## src/rtl/nbt_pkg.sv

```systemverilog
package nbt_pkg;
  localparam int WORD_W = 9;
  localparam logic [WORD_W-1:0] NOP_WORD = 9'h100;
  typedef enum logic [1:0] {ST_IDLE, ST_ACTIVE, ST_GAP} link_state_e;
endpackage

```

## src/rtl/nbt_framer.sv

```systemverilog
module nbt_framer
  import nbt_pkg::*;
#(
  parameter int WORDS = 8
) (
  input  logic                           clk,
  input  logic                           rst_n,
  input  logic                           pack_en,
  input  logic                           wr_valid,
  output logic                           wr_ready,
  input  logic [7:0]                     wr_byte,
  input  logic                           wr_is_cmd,
  input  logic                           wr_last,
  input  logic                           take,
  output logic                           frm_full,
  output logic [WORD_W*WORDS-1:0]        frm_data,
  output logic [$clog2(WORD_W*WORDS+1)-1:0] frm_bits,
  output logic                           frm_last
);
  localparam int FRAME_W = WORD_W * WORDS;
  localparam int BITS_W  = $clog2(FRAME_W + 1);
  localparam int CNT_W   = (WORDS > 1) ? $clog2(WORDS) : 1;
  localparam logic [CNT_W-1:0] LAST_SLOT = CNT_W'(WORDS - 1);

  logic [FRAME_W-1:0] grp_q, grp_d;
  logic [CNT_W-1:0]   cnt_q, cnt_d;
  logic [BITS_W-1:0]  bits_q, bits_d;
  logic               full_q, full_d, pad_q, pad_d, last_q, last_d;
  logic [WORD_W-1:0]  word;
  logic               accept;

  assign word     = {~wr_is_cmd, wr_byte};
  assign wr_ready = !full_q && !pad_q;
  assign accept   = wr_valid && wr_ready;

  always_comb begin
    grp_d  = grp_q;
    cnt_d  = cnt_q;
    bits_d = bits_q;
    full_d = full_q;
    pad_d  = pad_q;
    last_d = last_q;
    if (take) full_d = 1'b0;
    if (accept) begin
      if (!pack_en) begin
        grp_d  = {word, {(FRAME_W-WORD_W){1'b0}}};
        bits_d = BITS_W'(WORD_W);
        full_d = 1'b1;
        last_d = wr_last;
      end else begin
        grp_d = {grp_q[FRAME_W-WORD_W-1:0], word};
        if (cnt_q == LAST_SLOT) begin
          cnt_d  = '0;
          full_d = 1'b1;
          bits_d = BITS_W'(FRAME_W);
          last_d = wr_last;
        end else begin
          cnt_d = cnt_q + 1'b1;
          pad_d = wr_last;
        end
      end
    end else if (pad_q) begin
      grp_d = {grp_q[FRAME_W-WORD_W-1:0], NOP_WORD};
      if (cnt_q == LAST_SLOT) begin
        cnt_d  = '0;
        pad_d  = 1'b0;
        full_d = 1'b1;
        bits_d = BITS_W'(FRAME_W);
        last_d = 1'b1;
      end else begin
        cnt_d = cnt_q + 1'b1;
      end
    end
  end

  always_ff @(posedge clk or negedge rst_n) begin
    if (!rst_n) begin
      grp_q  <= '0;
      cnt_q  <= '0;
      bits_q <= '0;
      full_q <= 1'b0;
      pad_q  <= 1'b0;
      last_q <= 1'b0;
    end else begin
      grp_q  <= grp_d;
      cnt_q  <= cnt_d;
      bits_q <= bits_d;
      full_q <= full_d;
      pad_q  <= pad_d;
      last_q <= last_d;
    end
  end

  assign frm_full = full_q;
  assign frm_data = grp_q;
  assign frm_bits = bits_q;
  assign frm_last = last_q;
endmodule

```

## src/rtl/nbt_shifter.sv

```systemverilog
module nbt_shifter #(
  parameter int HALF_DIV = 2,
  parameter int FRAME_W  = 72,
  parameter int BITS_W   = 7
) (
  input  logic               clk,
  input  logic               rst_n,
  input  logic               load,
  input  logic [FRAME_W-1:0] load_data,
  input  logic [BITS_W-1:0]  load_bits,
  output logic               busy,
  output logic               done,
  output logic               sclk,
  output logic               mosi
);
  localparam int DIV_W = (HALF_DIV > 1) ? $clog2(HALF_DIV) : 1;
  localparam logic [DIV_W-1:0] DIV_TOP = DIV_W'(HALF_DIV - 1);

  logic [FRAME_W-1:0] sh_q, sh_d;
  logic [BITS_W-1:0]  left_q, left_d;
  logic [DIV_W-1:0]   div_q, div_d;
  logic               sclk_q, sclk_d, busy_q, busy_d;
  logic               tick;

  assign tick = busy_q && (div_q == DIV_TOP);
  assign done = tick && sclk_q && (left_q == BITS_W'(1));

  always_comb begin
    sh_d   = sh_q;
    left_d = left_q;
    div_d  = div_q;
    sclk_d = sclk_q;
    busy_d = busy_q;
    if (load) begin
      sh_d   = load_data;
      left_d = load_bits;
      div_d  = '0;
      sclk_d = 1'b0;
      busy_d = 1'b1;
    end else if (busy_q) begin
      if (tick) begin
        div_d  = '0;
        sclk_d = ~sclk_q;
        if (sclk_q) begin
          sh_d   = {sh_q[FRAME_W-2:0], 1'b0};
          left_d = left_q - 1'b1;
          if (left_q == BITS_W'(1)) busy_d = 1'b0;
        end
      end else begin
        div_d = div_q + 1'b1;
      end
    end
  end

  always_ff @(posedge clk or negedge rst_n) begin
    if (!rst_n) begin
      sh_q   <= '0;
      left_q <= '0;
      div_q  <= '0;
      sclk_q <= 1'b0;
      busy_q <= 1'b0;
    end else begin
      sh_q   <= sh_d;
      left_q <= left_d;
      div_q  <= div_d;
      sclk_q <= sclk_d;
      busy_q <= busy_d;
    end
  end

  assign busy = busy_q;
  assign sclk = sclk_q;
  assign mosi = busy_q & sh_q[FRAME_W-1];
endmodule

```

## src/rtl/nbt_serial_tx.sv

```systemverilog
module nbt_serial_tx
  import nbt_pkg::*;
#(
  parameter int HALF_DIV = 2,
  parameter int WORDS    = 8
) (
  input  logic       clk,
  input  logic       rst_n,
  input  logic       pack_en,
  input  logic       wr_valid,
  output logic       wr_ready,
  input  logic [7:0] wr_byte,
  input  logic       wr_is_cmd,
  input  logic       wr_last,
  output logic       spi_sclk,
  output logic       spi_mosi,
  output logic       spi_cs_n
);
  localparam int FRAME_W = WORD_W * WORDS;
  localparam int BITS_W  = $clog2(FRAME_W + 1);
  localparam int GAP_LEN = 2 * HALF_DIV;
  localparam int GAP_W   = $clog2(GAP_LEN + 1);

  logic               frm_full, frm_last, sh_busy, sh_done, launch;
  logic [FRAME_W-1:0] frm_data;
  logic [BITS_W-1:0]  frm_bits;
  link_state_e        st_q, st_d;
  logic               cs_q, cs_d, cur_last_q, cur_last_d;
  logic [GAP_W-1:0]   gap_q, gap_d;

  nbt_framer #(.WORDS(WORDS)) u_framer (
    .clk(clk), .rst_n(rst_n), .pack_en(pack_en),
    .wr_valid(wr_valid), .wr_ready(wr_ready), .wr_byte(wr_byte),
    .wr_is_cmd(wr_is_cmd), .wr_last(wr_last), .take(launch),
    .frm_full(frm_full), .frm_data(frm_data), .frm_bits(frm_bits),
    .frm_last(frm_last)
  );

  nbt_shifter #(.HALF_DIV(HALF_DIV), .FRAME_W(FRAME_W), .BITS_W(BITS_W)) u_shifter (
    .clk(clk), .rst_n(rst_n), .load(launch), .load_data(frm_data),
    .load_bits(frm_bits), .busy(sh_busy), .done(sh_done),
    .sclk(spi_sclk), .mosi(spi_mosi)
  );

  assign launch = frm_full && !sh_busy && (st_q != ST_GAP);

  always_comb begin
    st_d       = st_q;
    cs_d       = cs_q;
    cur_last_d = cur_last_q;
    gap_d      = gap_q;
    if (launch) cur_last_d = frm_last;
    unique case (st_q)
      ST_IDLE: begin
        if (launch) begin
          st_d = ST_ACTIVE;
          cs_d = 1'b0;
        end
      end
      ST_ACTIVE: begin
        if (sh_done && cur_last_q) begin
          st_d  = ST_GAP;
          cs_d  = 1'b1;
          gap_d = '0;
        end
      end
      ST_GAP: begin
        gap_d = gap_q + 1'b1;
        if (gap_q == GAP_W'(GAP_LEN - 1)) st_d = ST_IDLE;
      end
      default: st_d = ST_IDLE;
    endcase
  end

  always_ff @(posedge clk or negedge rst_n) begin
    if (!rst_n) begin
      st_q       <= ST_IDLE;
      cs_q       <= 1'b1;
      cur_last_q <= 1'b0;
      gap_q      <= '0;
    end else begin
      st_q       <= st_d;
      cs_q       <= cs_d;
      cur_last_q <= cur_last_d;
      gap_q      <= gap_d;
    end
  end

  assign spi_cs_n = cs_q;
endmodule

```

## config.mk

```make
export PLATFORM = sky130hd
export DESIGN_NAME = nbt_serial_tx
export DESIGN_NICKNAME = d
export VERILOG_FILES = /design/src/rtl/nbt_pkg.sv /design/src/rtl/nbt_framer.sv /design/src/rtl/nbt_shifter.sv /design/src/rtl/nbt_serial_tx.sv
export SDC_FILE = /design/constraint.sdc
export NUM_CORES = 1
export LEC_CHECK = 0
export ABC_AREA = 1
export BUFFER_PORTS_ARGS = -buffer_cell sky130_fd_sc_hd__buf_2
export CAP_MARGIN = 20
export CELL_PAD_IN_SITES_DETAIL_PLACEMENT = 0
export CELL_PAD_IN_SITES_GLOBAL_PLACEMENT = 1
export CORE_ASPECT_RATIO = 0.7
export CORE_MARGIN = 2
export CORE_UTILIZATION = 29
export DETAILED_ROUTE_END_ITERATION = 10
export GPL_TIMING_DRIVEN = 0
export PLACE_DENSITY = 0.6
export SETUP_SLACK_MARGIN = 0.15
export SYNTH_ARGS = -nofsm -noshare
export SYNTH_HDL_FRONTEND = slang
export SYNTH_SLANG_ARGS = --single-unit
```

## constraint.sdc

```tcl
create_clock -name clk -period 1.9 [get_ports clk]
set_clock_uncertainty 0.05 [all_clocks]
set_input_delay 0.475 -clock clk [delete_from_list [all_inputs] [get_ports clk]]
set_output_delay 0.475 -clock clk [all_outputs]
set_load 0.01 [all_outputs]
```

After elaboration in Yosys (flattened, before gate mapping). Index checks and enable logic that the tools add are counted.

Register bits after elaboration: 174. Output and inout port bits: 4. Input bits: 14.

Mux-type cells: 54. Reductions and logical operators: 27. Add/subtract/negate cells: 4. Bitwise operators: 3. Equality and inequality tests: 12.

Operator list (number): $mux W72 (7); $mux W7 (8); $mux W1 (28); $mux W3 (5); $reduce_bool A2 Y1 (7); $ne A2 B2 Y1 const B (6); $reduce_and A3 Y1 (4); $logic_and A1 B1 Y1 (8); $reduce_and A2 Y1 (4); $eq A7 B1 Y1 const B (1); $sub A7 B1 Y7 const B (1); $add A3 B1 Y3 const B (2); $mux W2 (3); $pmux W2 S3 (1); $pmux W3 S2 (1); $eq A3 B2 Y1 const B (1); $eq A3 B3 Y1 const B (1); $logic_not A1 Y1 (3); $eq A2 B1 Y1 const B (1); $eq A2 B2 Y1 const B (1); $logic_not A2 Y1 (1); $ne A2 B1 Y1 const B (1); $not A1 Y1 (2); $pmux W1 S2 (1); other kinds (2) (2).

Depth between registers and ports, before layout. Gate-level depths: netlist (run 1).

Word-level depth: 7. Gate-level depth with buffers: 9.

By module. From an unflattened synthesis (run 1), not the netlist that was laid out.

Cell total of the unflattened synthesis: 899. Area, all modules: 7623.6 um2.

By module, submodules not included: nbt_shifter (cells an instance 471, instances 1, sequential area each 2052.0 um2, area an instance 3833.7 um2); nbt_framer (cells an instance 387, instances 1, sequential area each 2127.0 um2, area an instance 3452.1 um2); nbt_serial_tx (cells an instance 41, instances 1, sequential area each 176.4 um2, area an instance 337.8 um2).

Worst setup path after synthesis (run 1). Ideal clock, no wire load.

Kind: register -> register. From: register u_framer.cnt_q[0]. To: register u_framer.bits_q[3], in the netlist u_framer.frm_bits[3]. Path buffers: 0. Library setup time: 0.127 ns. Slack: 0.491 ns. Clock period less this slack: 1.409 ns. Stages on the path, launching flop included: 6. Arrival: 1.231 ns. Cell sequence: dfrtp_1 > ha_1 > ha_1 > nand2_1 > nand2_2 > or2_2.

Longest elaborated chain between the ends: 4.

RTL lines: start: declaration (line nbt_framer.sv:26) `logic [CNT_W-1:0] cnt_q, cnt_d;`; start signal: assignment (line nbt_framer.sv:86) `cnt_q <= cnt_d;`; $eq A3 B3 Y1 (*) (line nbt_framer.sv:52, nbt_framer.sv:64); $mux W7 (*); $mux W7, on equally long branches; $mux W7 (*); end signal: assignment (line nbt_framer.sv:87) `bits_q <= bits_d;`; end: declaration (line nbt_framer.sv:27) `logic [BITS_W-1:0] bits_q, bits_d;`.

Every way passes the cells marked *; elsewhere a longest branch is shown, timed or not. The select of a mux whose other input is x is not followed. A chain may end at the register's enable or synchronous reset.

Worst setup path in the final report (run 1).
From: register u_framer.pad_q. To: output wr_ready.

Longest elaborated chain between the ends: 2.

RTL lines: start: declaration (line nbt_framer.sv:28) `logic full_q, full_d, pad_q, pad_d, last_q, last_d;`; start signal: assignment (line nbt_framer.sv:89) `pad_q <= pad_d;`; $logic_not A1 Y1 (line nbt_framer.sv:33) `assign wr_ready = !full_q && !pad_q;`; $logic_and A1 B1 Y1 (line nbt_framer.sv:33); end: declaration (line nbt_serial_tx.sv:11) `output logic wr_ready,`.

No other way between the ends.

==> results of run 1 <==
-- repair_timing --
item                                   CTS  global route
endpoints found under the hold margin   56             0
resized for setup                        1            14
pin swaps                                0             0
setup endpoints to repair                3            73
hold buffers                             1             0
-- power groups by stage --
stage          sequential [mW]  combinational [mW]  clock [mW]
5_1_grt                   4.76                2.19        3.77
4_1_cts                   4.68                1.95        3.62
3_3_place_gp              4.75                1.91           0
3_5_place_dp              4.74                1.94           0
6_report                  4.69                1.93        3.53
2_1_floorplan             4.63                1.27           0
-- worst min-delay path by stage --
stage                         startpoint                    to
finish                         wr_is_cmd  u_framer.frm_data[8]
global route                   wr_is_cmd  u_framer.frm_data[8]
CTS                            wr_is_cmd  u_framer.frm_data[8]
detailed placement                 rst_n    u_shifter.sh_q[37]
global placement    u_framer.frm_bits[3]  u_framer.frm_bits[3]
floorplan                          rst_n            cur_last_q
-- registers in the layout, indices dropped and copies added (netlist names), 2 cells and up --
signal             flops
u_framer.frm_data     72
u_shifter.sh_q        72
u_framer.frm_bits      7
u_shifter.left_q       7
gap_q                  3
u_framer.cnt_q         3
st_q                   2
-- metrics by stage --
step,cells,util (%)
global route,1109,34.1
detailed placement,1076,31.6
floorplan,733,-
CTS,1109,34.0
global placement,1075,31.4
finish,1109,34.1
-- cell usage after synthesis --
master	n	area share (%)
a21oi_1	3	0.21
o21bai_1	1	0.10
o21ai_1	2	0.14
xor2_1	2	0.24
dfstp_2	1	0.36
clkbuf_1	10	0.52
nor2_1	14	0.73
inv_2	5	0.26
nand3_1	19	1.3
nand4_1	2	0.17
o221ai_1	71	8.6
nand2_2	5	0.43
dfrtp_1	173	60
buf_2	23	1.6
o21ai_0	24	1.7
nor3_1	2	0.14
a31oi_2	1	0.17
ha_1	6	1.0
o21a_1	1	0.10
inv_1	144	7.5
o211ai_1	11	1.1
xnor2_1	2	0.24
or2_2	4	0.35
nor2_2	3	0.26
o22ai_1	47	4.1
nand2_4	2	0.31
nand2_1	149	7.7
buf_6	2	0.31
buf_4	4	0.42
-- area by class of cell --
cell class	count	area, um^2	area share [%]
Buffer	39	226	2.70
Clock buffer	18	429	5.12
Clock inverter	14	156	1.87
Inverter	149	562	6.70
Multi-Input combinational cell	371	2110	25.2
Sequential cell	174	4360	52.0
Tap cell	325	407	4.85
Timing Repair Buffer	19	133	1.58
-- metal layers --
layer / vias up / GRT usage [%]
li1: 2524 / -
met1: 2575 / 25.1
met2: 86 / 19.5
met3: 14 / 3.18
met4: 0 / 3.94
met5: - / 0
-- logic make-up after synthesis --
kind of cell             count (synthesis)  synth area share, %
AO/OA/AOI/OAI                          161                 16.2
XOR/XNOR                                 4                0.485
adder cells (fa/ha/maj)                  6                 1.04
buffers and inverters                  188                 10.6
flip-flops                             174                 60.3
AND/OR/NAND/NOR                        200                 11.4
-- critical path, stage by stage (launching register included) --
cell     delay [ns]
dfrtp_1        0.46
nor2_4         0.14
buf_2          0.14
==> metrics.md, run 1 <==
| Metric | Value |
|---|---|
| Status | completed |
| Post-DRT Antenna Nets | 0 |
| Final WL | around 18 mm |
| Power share of the combinational group | roughly a fifth |
| WS Path Type | reg2out |
| Metal2 WL | about 7.0 mm |
| Routability cong. | 0.762 |
| Seq/Total Area, Yosys | about 60% |
| Die Y | ~140 um |
| Peak supply drop | about 700 uV |
| Routed wire per std cell | about 17 um |
| Switching power | 3.25 mW |
| P_leak | 3.69 nW |
| Reg-to-reg endpoint | u_framer.cnt_q[0] |
| Max_cap viols | 0 |
| Pin count of the biggest net entering global routing | 118 |
| Critical Path AT | about 1.2 ns |
| Antenna Cells | 0 |
| Synthesis-to-finish area growth | 16.0% |
| Mean Syn Cell Area | ~10 um^2 |
| Initial antenna violation count | 0 |
| Synth cell types | 29 |
| GRT Total Usage | between 10% and 20% |
| # fillers | 2,506 |
| Final setup margin | approximately 0.20 ns |
| Post-route clock period utilization | about nine tenths |
| Worst R2R Path Depth | 4 |
| Area after DPL | between 7000 and 8000 um^2 |
| DR vias/cell | between 4 and 5 |
| Critical Path Fanout Max | 5 |
| Part of the power in registers | a little under half |
| Commonest cells after routing, fill and taps aside | dfrtp_1, nand2_1, inv_1 |
| Pin slew with the least headroom to its limit | 0.625 ns |
| Critical Path RT | about 1.4 ns |
| Final min period | ~1.7 ns |
| Drt first pass iters | 5 |
| Clk pwr share | 34.8% |
| Worst r2r src | u_framer.pad_q |
| Initial Util | between 20% and 30% |
| # rows | 48 |
| Layout cell share with drive strength beyond 1 | about an eighth |
| Smallest hold slack | between 0.2 and 0.25 ns |
| WHS Path Cells | 2 |
| Most common cell after layout, fill and taps aside | dfrtp_1 |
| I/O pin cnt | 18 |
| WL met3 | 825 um |
| H-tree depth | 4 |
| Final hold viol count | 0 |
| Total Nets Final | approximately 790 |
| Internal power | 6.90 mW |
| R2R Setup Slk | approximately 0.24 ns |
| CP Capture Point | wr_ready |
| Grt total ovfl | 0 |
| Post-Route Setup TNS | 0 ns |
| Synthesis-stage register bit count | around 170 |
| Vias in the first global route | 5,088 |
| Yosys warns | 0 |
| RSZ-0062 raised after global routing | true |
| Vias | just over 5,000 |
| Final Total Pwr | 10.2 mW |
| Post-Syn Nets | about 750 |
| Clock Tree Root | clkbuf_16 |
| TritonCTS clock tree | done |
| DRC Markers | 0 |
| PD cells | 1210 nW/um^2 |
| Initial drt markers | 475 |
| Post-route cell area | about 8400 um^2 |
| Setup bufs post-CTS | 0 |
| Clk slew on worst S/H paths | 0.06 ns |
| Worst Setup SP | u_framer.pad_q |
| First-pass GRT wire length | around 30 mm |
| Worst-skew pair later-pin latency | ~0.44 ns |
| Top sig layer | met4 |
| Pins Over Slew Limit | 0 |
| M1 wire length | 10.5 mm |
| Fmax | ~600 MHz |
| Detail Placement HPWL | approximately 13 mm |
| Clock buffer depth | 2 |
| Startpoint Class | flip-flop |
| Final setup vio count | 0 |
| Sw Share | approximately a third |
| Pre-CTS WS | around 0.067 ns |
| Mapped Cells | between 700 and 800 |
| Die area | around 26,000 um^2 |
| Clock sinks | 174 |
| Worst min path class | in2reg |
| Mapped cell area | 7230 um^2 |
| Die width | 193 um |
| TritonCTS Buffers | 17 |
| Core area | roughly 25,000 um^2 |
| Rel. slew slack | between 50% and 60% |
| CP endpoint kind | output pin |
| Port-buffer cells | 17 |
Power figures use the tool's default switching activity.
==> inputs of run 2 (changes only) <==
--- a/config.mk
+++ b/config.mk
@@ -5,7 +5,6 @@
 export SDC_FILE = /design/constraint.sdc
 export NUM_CORES = 1
 export LEC_CHECK = 0
-export ABC_AREA = 1
 export BUFFER_PORTS_ARGS = -buffer_cell sky130_fd_sc_hd__buf_2
 export CAP_MARGIN = 20
 export CELL_PAD_IN_SITES_DETAIL_PLACEMENT = 0
==> run 2 against run 1 <==
Net effect: critical path depth is the same; synthesized area shrank 1.3%; sequential share of layout area grew 0.25 points; clock-buffer cell count shrank 1; wire length shrank 4.9%; global-route usage shrank 0.77 points; core utilization grew 0.83 points; clock power shrank 5.9%; highest routed layer unchanged.
==> metrics.md, run 2 <==
| Metric | Value |
|---|---|
| Seq/Total Area, Yosys | 61.0% (was 60.3%) |
| Ys flop type | dfrtp_1 (unchanged) |
| WHS Path Cells | 2 (unchanged) |
| Max_cap viols | 0 (unchanged) |
| Fmax | 583 MHz (was 587 MHz) |
| Initial drt markers | 344 (was 475) |
| Worst-skew pair later-pin latency | 0.44 ns (about the same) |
| Initial antenna violation count | 0 (unchanged) |
| Peak supply drop | 726 uV (was 687 uV) |
| Reg-to-reg endpoint | u_framer.frm_last (was u_framer.cnt_q[0]) |
| Pre-CTS WS | -0.0937 ns (was 0.0671 ns) |
| Pin slew with the least headroom to its limit | 0.663 ns (was 0.625 ns) |
| Most common cell after layout, fill and taps aside | nand2_1 (was dfrtp_1) |
| First-pass GRT wire length | 28.6 mm (was 29.9 mm) |
| Hold wc startpoint | wr_byte[7] (was wr_is_cmd) |
| Core area | 23,900 um^2 (was 24,600 um^2) |
| Layout cell share with drive strength beyond 1 | 15.6% (was 13.1%) |
| Final setup vio count | 0 (unchanged) |
| Post-Syn Nets | 667 (was 753) |
| Detail Placement HPWL | 12.2 mm (was 12.9 mm) |
| GRT Total Usage | 14.5% (was 15.2%) |
| Commonest cells after routing, fill and taps aside | nand2_1, dfrtp_1, a22oi_1 (was dfrtp_1, nand2_1, inv_1) |
| Critical Path Fanout Max | 6 (was 5) |
| Slowest stage cell, crit path | dfrtp_2 (was dfrtp_1) |
| Async set or reset register ratio after synthesis | 100% (unchanged) |
| # rows | 47 (was 48) |
| Critical Path AT | 1.19 ns (was 1.18 ns) |
| Synthesis-to-finish area growth | 16.9% (was 16.0%) |
| Final min period | 1.71 ns (was 1.70 ns) |
| M2 GR Usage | 19.6% (was 19.5%) |
| Synth cell types | 51 (was 29) |
| Grt total ovfl | 0 (unchanged) |
| RSZ-0062 raised after global routing | true (unchanged) |
| Synth area leaders | dfrtp_1, nand2_1, a22oi_1, a22o_1, buf_6 (was dfrtp_1, o221ai_1, nand2_1, inv_1, o22ai_1) |
| R2R Setup Slk | 0.24 ns (about the same) |
| GRT met3 Usage | 3.29% (was 3.18%) |
| Most frequent cell after synthesis | nand2_1 (was dfrtp_1) |
| Total Nets Final | 707 (was 791) |
| GR peak layer | met1 (unchanged) |
| WS Path Type | reg2out (unchanged) |
| Critical Path Max Stage Delay | 0.50 ns (was 0.46 ns) |
| Smallest hold slack | 0.262 ns (was 0.220 ns) |
| Vias | 5,031 (was 5,199) |
| Post-DRT Antenna Nets | 0 (unchanged) |
| CP top delay family | flip-flops (unchanged) |
| CP endpoint kind | output pin (unchanged) |
| Post-route clock period utilization | 90.3% (was 89.6%) |
| Die Y | 135 um (was 136 um) |
| Worst R2R Path Depth | 4 (unchanged) |
| Largest area contributor in the netlist | dfrtp_1 (unchanged) |
| Routed wire per std cell | 17.2 um (was 16.6 um) |
| Share of the synthesized area in the top cell type | 60.7% (was 59.9%) |
| Critical Path RT | 1.37 ns (about the same) |
| Mapped Cells | 647 (was 733) |
| Worst r2r src | u_framer.frm_full (was u_framer.pad_q) |
| Status | completed (unchanged) |
| Final setup margin | 0.185 ns (was 0.197 ns) |
| Vias in the first global route | 4,924 (was 5,088) |
| Crit-path cells | nor2_4 > buf_6 (was nor2_4 > buf_2) |
| Post-synth EDFFs | 0 (unchanged) |
| Final hold viol count | 0 (unchanged) |
| Clock buffer depth | 2 (unchanged) |
| Finished Layout Cells | 1,018 (was 1,109) |
| Pin count of the biggest net entering global routing | 125 (was 118) |
| TritonCTS clock tree | done (unchanged) |
| Die area | 25,900 um^2 (was 26,200 um^2) |
| Routability cong. | 0.790 (was 0.762) |
| Synthesis-stage register bit count | 174 (unchanged) |
| P_leak | 4.08 nW (was 3.69 nW) |
| TritonCTS Buffers | 17 (unchanged) |
| Startpoint Class | flip-flop (unchanged) |
| Clock Tree Root | clkbuf_16 (unchanged) |
| Antenna Cells | 0 (unchanged) |
| PD cells | 1630 nW/um^2 (was 1210 nW/um^2) |
| Routing usage on met1 | 22.8% (was 25.1%) |
| Final WL | 17.5 mm (was 18.4 mm) |
| Commonest cells in the synthesized netlist | nand2_1, dfrtp_1, a22oi_1 (was dfrtp_1, nand2_1, inv_1) |
| Mapped cell area | 7140 um^2 (was 7230 um^2) |
| Worst min path class | in2reg (unchanged) |
| Clock sinks | 174 (unchanged) |
| Mean Syn Cell Area | 11.0 um^2 (was 9.86 um^2) |
| Rel. slew slack | 55.8% (was 58.3%) |
| Clk slew on worst S/H paths | 0.07 ns (was 0.06 ns) |
| Drt first pass iters | 5 (unchanged) |
| Worst Hold End | u_framer.frm_data[7] (was u_framer.frm_data[8]) |
| Initial Util | 29.9% (was 29.4%) |
| Die width | 191 um (was 193 um) |
| CP Buf/Inv Count | 1 (unchanged) |
| DR vias/cell | 4.94 (was 4.69) |
| I/O pin cnt | 18 (unchanged) |
| Pins Over Slew Limit | 0 (unchanged) |
| DRC Markers | 0 (unchanged) |
| Placed Cells | 982 (was 1,076) |
| Yosys warns | 0 (unchanged) |
| H-tree depth | 4 (unchanged) |
| Port-buffer cells | 16 (was 17) |
[run 2: report_power, final]
group	leakage (nW)	total [mW]	internal (mW)	switching, mW
clock	0.269	3.32	1.72	1.61
sequential	2.33	6.12	4.98	1.14
combinational	1.48	4.12	1.67	2.45
total	4.08	13.6	8.36	5.20
[run 2: worst max path at each step]
stage                                 start                  end  slack [ns]  cells after the start
after global placement                rst_n   u_shifter.sh_q[38]       -2.36                      1
final                     u_framer.frm_full             wr_ready        0.19                      2
after global routing      u_framer.frm_full             wr_ready        0.13                      2
after CTS                    u_framer.pad_q             wr_ready        0.14                      3
after detailed placement     u_shifter.busy  u_shifter.left_q[6]       -0.09                      6
after floorplan                     pack_en    u_framer.cnt_q[2]        0.31                      5
[run 2: stage by stage]
| step | cell area (um^2) | util [%] | setup TNS, ns | power (mW) |
|---|---|---|---|---|
| 6_report | 8340 | 34.9 | 0 | 13.6 |
| 5_1_grt | 8340 | 34.9 | 0 | 14.6 |
| 4_1_cts | 8270 | 34.6 | 0 | 13.6 |
| 3_3_place_gp | 7610 | 31.9 | -408.78 | 9.93 |
| 3_5_place_dp | 7650 | 32.0 | -3.99 | 10.1 |
| 2_1_floorplan | 7140 | - | 0 | 8.62 |
[run 2: timing repair]
item | in CTS | in global routing
setup buffers | 2 | 1
pin swaps | 0 | 1
hold buffers | 1 | 0
gates resized for setup | 16 | 14
hold endpoints to repair | 50 | 0
endpoints found under the setup margin | 89 | 57
[run 2: area by class of cell]
type,count,area [um^2]
inverters,8,30.0
clock buffers,17,425
fillers,2399,15500
multi-input cells,420,2530
flip-flops and latches,174,4360
well taps,318,398
clock inverters,15,124
plain buffers,45,307
repair buffers,21,175
[run 2: logic make-up after synthesis]
| logic type | after synthesis | synth area share (%) |
|---|---|---|
| AO/OA/AOI/OAI | 179 | 19.3 |
| flip-flops | 174 | 61.0 |
| XOR/XNOR | 3 | 0.368 |
| AND/OR/NAND/NOR | 229 | 13.5 |
| buffers and inverters | 53 | 4.21 |
| multiplexers | 3 | 0.508 |
| adder cells (fa/ha/maj) | 6 | 1.05 |
[run 2: routing by layer]
layer	vias to the layer above	share of wire, %
li1	2374	-
met1	2578	53
met3	9	3.5
met4	0	0.72
met2	70	42
met5	-	0
==> inputs of run 3 (changes only) <==
--- a/config.mk
+++ b/config.mk
@@ -10,7 +10,6 @@
 export CELL_PAD_IN_SITES_DETAIL_PLACEMENT = 0
 export CELL_PAD_IN_SITES_GLOBAL_PLACEMENT = 1
 export CORE_ASPECT_RATIO = 0.7
-export CORE_MARGIN = 2
 export CORE_UTILIZATION = 29
 export DETAILED_ROUTE_END_ITERATION = 10
 export GPL_TIMING_DRIVEN = 0
==> run 3 against run 2 <==
Net effect: sequential cell count unchanged; core utilization up 0.28 points; final area up 0.81%; clock-buffer cell count up 1; first-iteration DRC count up 40%; maximum frequency down 2.1%; wire length down 0.73%; largest power group unchanged; sequential share of layout area down 0.42 points; non-clock buffer count up 2; critical endpoint is now u_framer.frm_last; cell count up 0.20%; register-to-register slack worse by 0.09 ns.
==> metrics.md, run 3 (synthesis gave the netlist of run 2 again) <==
| Metric | Value |
|---|---|
| WS Path Type | reg2reg (was reg2out) |
| Routability cong. | 0.781 (was 0.790) |
| Antenna Cells | 0 (unchanged) |
| TritonCTS Buffers | 17 (unchanged) |
| RSZ-0062 raised after global routing | true (unchanged) |
| Area after DPL | 7650 um^2 (unchanged) |
| Final hold viol count | 0 (unchanged) |
| Clock sinks | 174 (unchanged) |
| TritonCTS clock tree | done (unchanged) |
| Finished Layout Cells | 1,020 (was 1,018) |
| Rel. slew slack | 56.7% (was 55.8%) |
| Clk slew on worst S/H paths | 0.06 ns (was 0.07 ns) |
| Die Y | 133 um (was 135 um) |
| Pin count of the biggest net entering global routing | 127 (was 125) |
| Initial drt markers | 481 (was 344) |
| P_leak | 4.12 nW (was 4.08 nW) |
| Total Nets Final | 709 (was 707) |
| Critical Path AT | 1.98 ns (was 1.19 ns) |
| Post-DRT Antenna Nets | 0 (unchanged) |
| Final WL | 17.4 mm (was 17.5 mm) |
| Peak supply drop | 702 uV (was 726 uV) |
| Post-route cell area | 8410 um^2 (was 8340 um^2) |
| Vias | 5,079 (was 5,031) |
| Clock buffer depth | 2 (unchanged) |
| Placed Cells | 982 (unchanged) |
| Fmax | 571 MHz (was 583 MHz) |
| Initial antenna violation count | 0 (unchanged) |
| Die area | 25,200 um^2 (was 25,900 um^2) |
| Worst min path class | in2reg (unchanged) |
| Port-buffer cells | 16 (unchanged) |
| Pins Over Slew Limit | 0 (unchanged) |
| DRC Markers | 0 (unchanged) |
| Grt total ovfl | 0 (unchanged) |
| H-tree depth | 4 (unchanged) |
| Layout cell share with drive strength beyond 1 | 15.4% (was 15.6%) |
| Vias in the first global route | 4,899 (was 4,924) |
| Drt first pass iters | 5 (unchanged) |
| Synthesis-to-finish area growth | 17.9% (was 16.9%) |
| CP endpoint kind | flip-flop (was output pin) |
| Clock Tree Root | clkbuf_16 (unchanged) |
| Startpoint Class | flip-flop (unchanged) |
| Critical Path Fanout Max | 10 (was 6) |
| Detail Placement HPWL | 12.1 mm (was 12.2 mm) |
| Max_cap viols | 0 (unchanged) |
| Final setup vio count | 0 (unchanged) |
| I/O pin cnt | 18 (unchanged) |
| Post-Route Setup TNS | 0 ns (unchanged) |
| Critical Path RT | 2.13 ns (was 1.37 ns) |
| R2R Setup Slk | 0.15 ns (was 0.24 ns) |
| Initial Util | 29.9% (unchanged) |
| # rows | 47 (unchanged) |
| Most common cell after layout, fill and taps aside | nand2_1 (unchanged) |
| PD cells | 1660 nW/um^2 (was 1630 nW/um^2) |
| Routed wire per std cell | 17.0 um (was 17.2 um) |
| First-pass GRT wire length | 28.3 mm (was 28.6 mm) |
| Commonest cells after routing, fill and taps aside | nand2_1, dfrtp_1, a22oi_1 (unchanged) |
| Final Total Pwr | 13.9 mW (was 13.6 mW) |
| Worst-skew pair later-pin latency | 0.43 ns (was 0.44 ns) |
| Final min period | 1.75 ns (was 1.71 ns) |
| Post-route clock period utilization | 92.2% (was 90.3%) |
| Core area | 23,900 um^2 (unchanged) |
| Fin util | 35.2% (was 34.9%) |
| Status | completed (unchanged) |
| DR vias/cell | 4.98 (was 4.94) |
| Pin slew with the least headroom to its limit | 0.649 ns (was 0.663 ns) |
| Die width | 189 um (was 191 um) |
| GRT Total Usage | 14.7% (was 14.5%) |
## run 3: final cells by class
| type | instances | area (um^2) |
|---|---|---|
| clock inverters | 14 | 184 |
| well taps | 318 | 398 |
| flip-flops and latches | 174 | 4360 |
| fillers | 2420 | 15500 |
| inverters | 8 | 30.0 |
| multi-input cells | 420 | 2520 |
| plain buffers | 45 | 314 |
| repair buffers | 23 | 184 |
| clock buffers | 18 | 429 |
## run 3: power breakdown
| group | internal [mW] | switching (mW) |
|---|---|---|
| logic | 1.69 | 2.46 |
| clock network | 2.10 | 1.56 |
| registers | 4.98 | 1.14 |
| total | 8.77 | 5.17 |
## run 3: what timing repair did
action,CTS,global route
setup endpoints to repair,88,42
resized for setup,18,10
hold buffers,1,0
pin swaps,0,1
endpoints found under the hold margin,47,0
buffers inserted,2,3
## run 3: final timing paths
kind,endpoint,depth (start not counted),start
setup / recovery,u_framer.frm_last,4,u_framer.frm_full
hold / removal,u_framer.frm_data[7],2,wr_byte[7]
setup reg to reg,u_framer.frm_last,4,u_framer.frm_full
hold reg to reg,u_framer.frm_bits[3],1,u_framer.frm_bits[3]
max in group asynchronous,u_framer.frm_full,3,rst_n
min in group asynchronous,u_framer.frm_bits[4],2,rst_n
## run 3: routing by layer
| layer | wire length [um] | GRT usage (%) | share of wire (%) |
|---|---|---|---|
| met5 | 0 | 0 | 0 |
| met4 | 187 | 4.17 | 1.1 |
| met2 | 7230 | 19.6 | 42 |
| met3 | 710 | 3.37 | 4.1 |
| met1 | 9260 | 23.1 | 53 |
## run 3: stage by stage
step	setup WS (ns)	hold WS, ns
4_1_cts	0.162	0.251
2_1_floorplan	0.306	0.129
3_5_place_dp	-0.0458	0.360
6_report	0.148	0.274
3_3_place_gp	-2.34	0.403
5_1_grt	0.119	0.265
## run 3: critical path, stage by stage (launching register included)
cell,delay (ns)
dfrtp_2,0.48
nand2b_1,0.26
buf_2,0.23
a2111oi_1,0.52
a21oi_1,0.08
